==> src/rtl/i2c_mrx_pkg.sv <==
package i2c_mrx_pkg;

  typedef enum logic [2:0] {
    ST_IDLE,
    ST_LOW,
    ST_RISE,
    ST_HIGH,
    ST_PARK,
    ST_SRISE,
    ST_SHIGH,
    ST_FREE
  } rxState_e;

  // strobes from control to datapath
  typedef struct packed {
    logic shiftEn;
    logic loadData;
    logic readAck;
  } rxStrobe_t;

endpackage

==> src/rtl/i2c_mrx_dpath.sv <==
module i2c_mrx_dpath
  import i2c_mrx_pkg::*;
#(
  parameter int DATA_W = 8
) (
  input  logic              clk,
  input  logic              rstN,
  input  rxStrobe_t         strb,
  input  logic              sdaIn,
  output logic [DATA_W-1:0] rxData,
  output logic              dataReady
);

  logic [DATA_W-1:0] shiftReg;

  always_ff @(posedge clk) begin
    if (!rstN) begin
      shiftReg <= '0;
    end else if (strb.shiftEn) begin
      shiftReg <= {shiftReg[DATA_W-2:0], sdaIn};
    end
  end

  always_ff @(posedge clk) begin
    if (!rstN) begin
      rxData    <= '0;
      dataReady <= 1'b0;
    end else if (strb.loadData) begin
      rxData    <= shiftReg;
      dataReady <= 1'b1;
    end else if (strb.readAck) begin
      dataReady <= 1'b0;
    end
  end

  a_r3_load_sets_ready: assert property (@(posedge clk) disable iff (!rstN)
    strb.loadData |=> (dataReady && rxData == $past(shiftReg)));

  a_r4_read_clears: assert property (@(posedge clk) disable iff (!rstN)
    (strb.readAck && !strb.loadData) |=> !dataReady);

endmodule

==> src/rtl/i2c_mrx_ctrl.sv <==
module i2c_mrx_ctrl
  import i2c_mrx_pkg::*;
#(
  parameter int HALF_CYC = 32,
  parameter int DATA_W   = 8
) (
  input  logic      clk,
  input  logic      rstN,
  input  logic      rdStrobe,
  input  logic      ackLevel,
  input  logic      rxDisable,
  input  logic      stopReq,
  input  logic      sclIn,
  input  logic      dataReady,
  output rxStrobe_t strb,
  output logic      sclOe,
  output logic      sdaOe,
  output logic      stopDone
);

  localparam int CNT_W = (HALF_CYC > 1) ? $clog2(HALF_CYC) : 1;
  localparam int BIT_W = $clog2(DATA_W + 1);
  localparam logic [CNT_W-1:0] CNT_LAST = CNT_W'(HALF_CYC - 1);
  localparam logic [CNT_W-1:0] CNT_ONE  = CNT_W'(1);
  localparam logic [BIT_W-1:0] ACK_BIT  = BIT_W'(DATA_W);

  rxState_e         state;
  logic [CNT_W-1:0] cnt;
  logic [BIT_W-1:0] bitIdx;
  logic             lastArmed;
  logic             lastFrame;
  logic             stopPend;

  logic halfDone, onAck, holdAck, riseSeen, startRx, readClears, stopEnd;

  assign halfDone   = (cnt == CNT_LAST);
  assign onAck      = (bitIdx == ACK_BIT);
  assign holdAck    = onAck && dataReady;
  assign riseSeen   = (state == ST_RISE) && sclIn;
  assign startRx    = (state == ST_IDLE) && rdStrobe && !dataReady;
  assign readClears = rdStrobe && dataReady;
  assign stopEnd    = (state == ST_FREE) && halfDone;

  always_comb begin
    strb.shiftEn  = riseSeen && !onAck;
    strb.loadData = riseSeen && onAck;
    strb.readAck  = rdStrobe;
  end

  assign sclOe = (state == ST_LOW) || (state == ST_PARK);

  // phase sequencer
  always_ff @(posedge clk) begin
    if (!rstN) begin
      state  <= ST_IDLE;
      cnt    <= '0;
      bitIdx <= '0;
    end else begin
      case (state)
        ST_IDLE: begin
          if (startRx) begin
            state  <= ST_LOW;
            cnt    <= '0;
            bitIdx <= '0;
          end
        end
        ST_LOW: begin
          if (!halfDone) begin
            cnt <= cnt + CNT_ONE;
          end else if (!holdAck) begin
            state <= ST_RISE;
            cnt   <= '0;
          end
        end
        ST_RISE: begin
          if (sclIn) state <= ST_HIGH;
        end
        ST_HIGH: begin
          if (!halfDone) begin
            cnt <= cnt + CNT_ONE;
          end else begin
            cnt <= '0;
            if (onAck) begin
              bitIdx <= '0;
              state  <= lastFrame ? ST_PARK : ST_LOW;
            end else begin
              bitIdx <= bitIdx + BIT_W'(1);
              state  <= ST_LOW;
            end
          end
        end
        ST_PARK: begin
          if (!halfDone) begin
            cnt <= cnt + CNT_ONE;
          end else if (stopPend) begin
            state <= ST_SRISE;
            cnt   <= '0;
          end
        end
        ST_SRISE: begin
          if (sclIn) state <= ST_SHIGH;
        end
        ST_SHIGH: begin
          if (!halfDone) begin
            cnt <= cnt + CNT_ONE;
          end else begin
            state <= ST_FREE;
            cnt   <= '0;
          end
        end
        ST_FREE: begin
          if (!halfDone) cnt <= cnt + CNT_ONE;
          else           state <= ST_IDLE;
        end
        default: state <= ST_IDLE;
      endcase
    end
  end

  // last-frame and stop bookkeeping
  always_ff @(posedge clk) begin
    if (!rstN) begin
      lastArmed <= 1'b0;
      lastFrame <= 1'b0;
      stopPend  <= 1'b0;
      stopDone  <= 1'b0;
    end else begin
      if (startRx)
        lastArmed <= rxDisable;
      else if (readClears && rxDisable && state != ST_IDLE)
        lastArmed <= 1'b1;
      else if (strb.loadData)
        lastArmed <= 1'b0;

      if (strb.loadData && lastArmed) lastFrame <= 1'b1;
      else if (stopEnd)               lastFrame <= 1'b0;

      if (stopEnd)                     stopPend <= 1'b0;
      else if (stopReq && lastFrame)   stopPend <= 1'b1;

      if (startRx)      stopDone <= 1'b0;
      else if (stopEnd) stopDone <= 1'b1;
    end
  end

  // SDA drive: changes one cycle into an SCL-low phase, released at stop
  always_ff @(posedge clk) begin
    if (!rstN) begin
      sdaOe <= 1'b0;
    end else begin
      case (state)
        ST_IDLE, ST_FREE: sdaOe <= 1'b0;
        ST_LOW:   if (cnt == CNT_ONE) sdaOe <= onAck && !ackLevel;
        ST_PARK:  if (cnt == CNT_ONE) sdaOe <= 1'b1;
        ST_SHIGH: if (halfDone)       sdaOe <= 1'b0;
        default:  sdaOe <= sdaOe;
      endcase
    end
  end

  a_r1_idle_released: assert property (@(posedge clk) disable iff (!rstN)
    (state == ST_IDLE) |-> !sdaOe);

  a_r6_hold_scl: assert property (@(posedge clk) disable iff (!rstN)
    (state == ST_LOW && onAck && dataReady) |=> sclOe);

  a_r10_wait_line: assert property (@(posedge clk) disable iff (!rstN)
    (state == ST_RISE && !sclIn) |=> (state == ST_RISE && !sclOe));

  a_r11_sda_steady: assert property (@(posedge clk) disable iff (!rstN)
    (state == ST_RISE || state == ST_HIGH) |-> $stable(sdaOe));

  a_r9_stop_released: assert property (@(posedge clk) disable iff (!rstN)
    $rose(stopDone) |-> (!sclOe && !sdaOe));

endmodule

==> src/rtl/i2c_master_rx.sv <==
module i2c_master_rx
  import i2c_mrx_pkg::*;
#(
  parameter int HALF_CYC = 32,
  parameter int DATA_W   = 8
) (
  input  logic              clk,
  input  logic              rstN,
  input  logic              rdStrobe,
  input  logic              ackLevel,
  input  logic              rxDisable,
  input  logic              stopReq,
  input  logic              sclIn,
  input  logic              sdaIn,
  output logic              sclOe,
  output logic              sdaOe,
  output logic [DATA_W-1:0] rxData,
  output logic              dataReady,
  output logic              stopDone
);

  rxStrobe_t strb;

  i2c_mrx_ctrl #(.HALF_CYC(HALF_CYC), .DATA_W(DATA_W)) uCtrl (
    .clk(clk), .rstN(rstN), .rdStrobe(rdStrobe), .ackLevel(ackLevel),
    .rxDisable(rxDisable), .stopReq(stopReq), .sclIn(sclIn),
    .dataReady(dataReady), .strb(strb), .sclOe(sclOe), .sdaOe(sdaOe),
    .stopDone(stopDone)
  );

  i2c_mrx_dpath #(.DATA_W(DATA_W)) uDpath (
    .clk(clk), .rstN(rstN), .strb(strb), .sdaIn(sdaIn),
    .rxData(rxData), .dataReady(dataReady)
  );

endmodule

==> config.mk <==
export PLATFORM = sky130hd
export DESIGN_NAME = i2c_master_rx
export DESIGN_NICKNAME = d
export VERILOG_FILES = /design/src/rtl/i2c_mrx_pkg.sv /design/src/rtl/i2c_mrx_dpath.sv /design/src/rtl/i2c_mrx_ctrl.sv /design/src/rtl/i2c_master_rx.sv
export SDC_FILE = /design/constraint.sdc
export NUM_CORES = 1
export LEC_CHECK = 0
export BUFFER_PORTS_ARGS = -buffer_cell sky130_fd_sc_hd__buf_2
export CAP_MARGIN = 20
export CORE_MARGIN = 5
export CORE_UTILIZATION = 50
export CTS_BUF_LIST = sky130_fd_sc_hd__clkbuf_4
export CTS_CLUSTER_DIAMETER = 40
export DETAILED_ROUTE_END_ITERATION = 8
export GPL_ROUTABILITY_DRIVEN = 0
export PLACE_DENSITY = 0.66
export RECOVER_POWER = 25
export SETUP_SLACK_MARGIN = 0.2
export SYNTH_ARGS = -nofsm -noshare
export SYNTH_HDL_FRONTEND = slang
export SYNTH_HIERARCHICAL = 1
export SYNTH_SLANG_ARGS = --single-unit
==> constraint.sdc <==
create_clock -name clk -period 2.25 [get_ports clk]
set_input_delay 0 -clock clk [delete_from_list [all_inputs] [get_ports clk]]
set_output_delay 0 -clock clk [all_outputs]
set_load 0.005 [all_outputs]
Word-level counts from Yosys, hierarchy flattened
Index checks and enable logic that the tools add are counted.
Operators by class
  $add $sub $neg: 2
  $mul: 0
  divide/modulo/power cells: 0
  $lt $le $gt $ge: 0
  equal/unequal tests: 25
  shifts and indexed selects: 0
  multiplexer cells: 36
  bitwise logic cells: 1
  reduce and logical (&&, ||, !) cells: 33
Operator list (count)
  $mux 3: 12
  $mux 5: 7
  $pmux 5 s5: 1
  $pmux 3 s8: 1
  $ne 2x1->1 const B: 7
  $logic_and 1x1->1: 13
  $eq 3x3->1 const B: 4
  $mux 4: 3
  $ne 2x2->1 const B: 6
  $mux 1: 10
  $reduce_and 10->1: 1
  $pmux 4 s2: 1
  $reduce_or 2->1: 4
  $eq 3x2->1 const B: 2
  $reduce_bool 2->1: 3
  $reduce_bool 3->1: 2
  $add 5x1->5 const B: 1
  $eq 5x1->1 const B: 1
  $eq 5x5->1 const B: 1
  $reduce_and 5->1: 1
  $reduce_bool 5->1: 1
  $add 4x1->4 const B: 1
  $eq 4x4->1 const B: 1
  $pmux 1 s4: 1
  other kinds (10): 12
Word-level totals
  flip-flop bits (word level): 34
  latch bits: 0
  RAM bits: 0
  bits in read-only memories: 0
  input port bits: 8
  output and inout bits: 12
  word-level logic and storage cells: 108
  memories kept: 0

Longest topological paths before layout
  depth in word-level cells: 6
  mapped depth: 9
  gate-level depth less buffers: 8

Hierarchy
The synthesis kept the hierarchy.
Modules (own cells, without submodules)
  i2c_mrx_ctrl: instances 1, cells each 153, area each 1265.0 µm², seq. area each 340.3 µm²
  i2c_mrx_dpath: instances 1, cells each 54, area each 644.4 µm², seq. area each 340.3 µm²

Worst setup path before layout
No wires, ideal clock.
  path type: reg-to-reg
  start point: reg uCtrl.cnt[0]
  end point: reg uCtrl.cnt[3]
  library setup time: 0.088 ns
  arrival time: 1.820 ns
  data required time: 2.162 ns
  path slack: 0.342 ns
  cell stages (with the launch flop): 10
  buffers on the path: 1
  period minus slack after synthesis: 1.908 ns
  cells stage by stage: dfxtp_1 > ha_1 > and3_1 > ha_1 > nand3_1 > nand2_1 > and4bb_1 > buf_6 > nand2_1 > o32ai_2
Between the ends
  cells in the longest elaborated chain, start to end: 3
  elaborated cells on any way between the ends: 11
  classes of those cells: add/sub: 1; eq/ne: 4; mux: 5; reduce/logical: 1
Ends and longest elaborated chain
  start, declared: RTL line i2c_mrx_ctrl.sv:28  | logic [CNT_W-1:0] cnt;
  start signal, assigned: RTL line i2c_mrx_ctrl.sv:69  | cnt <= cnt + CNT_ONE;
  start signal, assigned: RTL line i2c_mrx_ctrl.sv:80  | cnt <= cnt + CNT_ONE;
  start signal, assigned: RTL line i2c_mrx_ctrl.sv:94  | cnt <= cnt + CNT_ONE;
  $add 5x1->5 or $eq 5x5->1 (tied branches)
  $mux 5 (tied with other cells): RTL line i2c_mrx_ctrl.sv:112  | if (!halfDone) cnt <= cnt + CNT_ONE;
  $pmux 5 s5 or $reduce_and 5->1 (tied branches)
Several ways; a longest one is shown, not always the timed one. The select of a mux whose other input is x is not followed.
A chain may end at the register's enable or synchronous reset.

Worst setup path in the final report
Same ends and word-level chain as after synthesis.

==> impl_metrics.ini <==
[synthesis]
syn_avg_cell_area_sq_um = 9.22
synth_edf_count = 0
syn_area_sq_um = 1910
syn-instance-count = 207
ys_async_sr_fraction = 0
yosys-top-cells-count = 34 x dfxtp_1, 20 x mux2i_1, 20 x nor2b_1, 17 x nand2_1
ys_top_cells_by_area = dfxtp_1 36%, mux2i_1 10%, ha_1 6.6%
synthFlopType = dfxtp_1
yosysMostFrequentCell = dfxtp_1
ys_ff_latch = 34
seq_area_frac_synth = 0.356
synth_fp_nets = 225
synth_top_area_share = 0.356
ys_warn_count = 6
synth_area_leader_cell = dfxtp_1
synthDistinctLibCells = 48

[detailed_routing]
num_vias = 1503
drt-vias-per-instance = 5.39
drt_first_iter_violations = 58
drtAntennaViolNets = 0
drc = 0
first_pass_iters = 4
routedWlPerCell_um = 13.1
drt_wl_total_um = 3650

[floorplanning]
pin_count = 20
rows = 22
start_util = 0.518
die_y_um = 71.8
die_w_um = 71.8
die-area_sq_um = 5150
coreArea_sq_um = 3690

[clock_network]
cts_tree = built
ctsRootBufferMaster = clkbuf_4
path_clk_slew_ps = 100
clkLatencyLatePin_ps = 330
cts.sinks = 34
cts_buffers = 5
htree_levels = 2
cts_buffer_depth = 2

[timing]
finalSetupViolCount = 0
min_period_ps = 1960
timing.final.hold_violations = 0
drv_slew = 0
rsz0062_at_grt = no
post-route-period-util = 0.871
worstMarginPinSlew_ps = 527
setup_tns_ps = 0
max_freq_mhz = 510
slew-limit-headroom = 0.648
final.setup_skew_ps = 6.67

[critical_path]
worstSetupPathType = reg2reg
crit_required_ps = 2500
startpoint = uCtrl/cnt[0]
end_kind = register
cp_data_arrival_time_ps = 2210
start_kind = register
rr_startpoint = uCtrl/cnt[0]
cp_max_fo = 6

[power]
switchingPower_uw = 659
ir_worst_vdd_uv = 507
p_clk_frac = 0.179
power.internal_uw = 1120
sequentialPowerShare = 0.382
p_leak_uw = 0.000778
p_comb_frac = 0.439
switching_share = 0.371
power.density_nw_per_um2 = 837

[finish]
final_area_sq_um = 2120
drive_gt1_frac = 0.177
n_antenna_cell = 0
syn_to_final_growth_pct = 11.1
nets = 248

[global_routing]
grt_pass1_vias = 1471
grt.overflow.total = 0
grt_use_total = 0.156
antenna_found_initial = 0
grt_first_pass_wirelength_um = 6440
grt_max_degree = 39

[place]
io_buffers = 19
dp_hpwl_um = 2590
placed_area_sq_um = 2000

[worst_hold_path]
hp-start = rdStrobe
min_path_type = in2reg

[job]
max-cap-violations = 0

[status]
status = finished clean
[timing repair]
| action | in CTS | in global routing |
|---|---|---|
| resized for setup | 3 | 7 |
| hold endpoints to repair | 3 | 0 |
| pin swaps | 1 | 1 |
| setup endpoints to repair | 6 | 9 |
| hold buffers | 4 | 0 |
| buffers inserted | 1 | 0 |
[per-layer routing]
metal,vias to the layer above,track usage,part of all wire
met5,-,0,0
met4,0,0.0418,0.0093
met3,4,0.0589,0.038
met2,26,0.260,0.49
met1,709,0.188,0.46
li1,764,-,-
[power by group through the flow]
stage	registers [uW]	clock network [uW]	logic, uW
floorplan	681	0	629
global placement	684	0	699
detailed placement	688	0	717
CTS	674	336	759
global route	685	371	864
finish	678	318	779
[sequential cells by signal (all words and copies together), names as in the netlist]
register          count
uDpath/rxData         8
uDpath/shiftReg       8
uCtrl/cnt             5
uCtrl/bitIdx          4
uCtrl/state           3
uCtrl/lastArmed       1
uCtrl/lastFrame       1
uCtrl/sdaOe           1
uCtrl/stopDone        1
uCtrl/stopPend        1
uDpath/dataReady      1
[layout by cell type, fill, tap and decap left out, types with 4 or more instances in the layout]
| cell | instances |
|---|---|
| dfxtp_1 | 33 |
| mux2i_1 | 20 |
| nor2b_1 | 20 |
| nand2_1 | 17 |
| buf_2 | 13 |
| nor2_1 | 10 |
| o21ai_0 | 9 |
| inv_1 | 7 |
| nand2b_1 | 7 |
| nand3_1 | 7 |
| ha_1 | 7 |
| clkbuf_1 | 6 |
| clkbuf_4 | 5 |
| dlygate4sd3_1 | 4 |
| buf_4 | 4 |
| and2_1 | 4 |
[logic make-up after synthesis]
group           share of synthesized area
mux                                 0.105
compound gates                      0.120
simple gates                        0.288
flops                               0.356
xor+xnor                          0.00459
fa+ha+maj                          0.0655
buf+inv                            0.0609
[final timing paths]
check                     end  slack, ps  cells after the start
min reg2reg    uCtrl/stopDone        470                      2
max              uCtrl/cnt[3]        290                      8
min          uDpath/dataReady         30                      3
max reg2reg      uCtrl/cnt[3]        290                      8
[through the flow]
step | setup slack (ps) | hold slack (ps) | power (uW) | cells | util
floorplan | 342 | 128 | 1310 | 207 | -
global placement | 201 | 265 | 1380 | 266 | 0.541
detailed placement | 102 | 273 | 1410 | 266 | 0.541
CTS | 173 | 14.1 | 1770 | 279 | 0.571
global route | 197 | 10.1 | 1920 | 279 | 0.575
finish | 291 | 25.4 | 1780 | 279 | 0.575
[final cells by class]
class / count / area [sq um]
timing repair buffer: 27 / 158
multi-input combinational: 155 / 1140
clock buffer: 5 / 37.5
tap: 48 / 60.1
clock inverter: 3 / 16.3
sequential: 34 / 684
fill: 348 / 1570
inverter: 7 / 26.3
[critical path: stages (launching register included)]
cell      delay [ps]
dfxtp_4          370
ha_1             230
and3_4           200
ha_2             200
nand3_2          110
nand2_1           70
and4bb_4         350
nand2_1           90
o32ai_2          260
No activity file was read; power rests on OpenSTA's default activity.
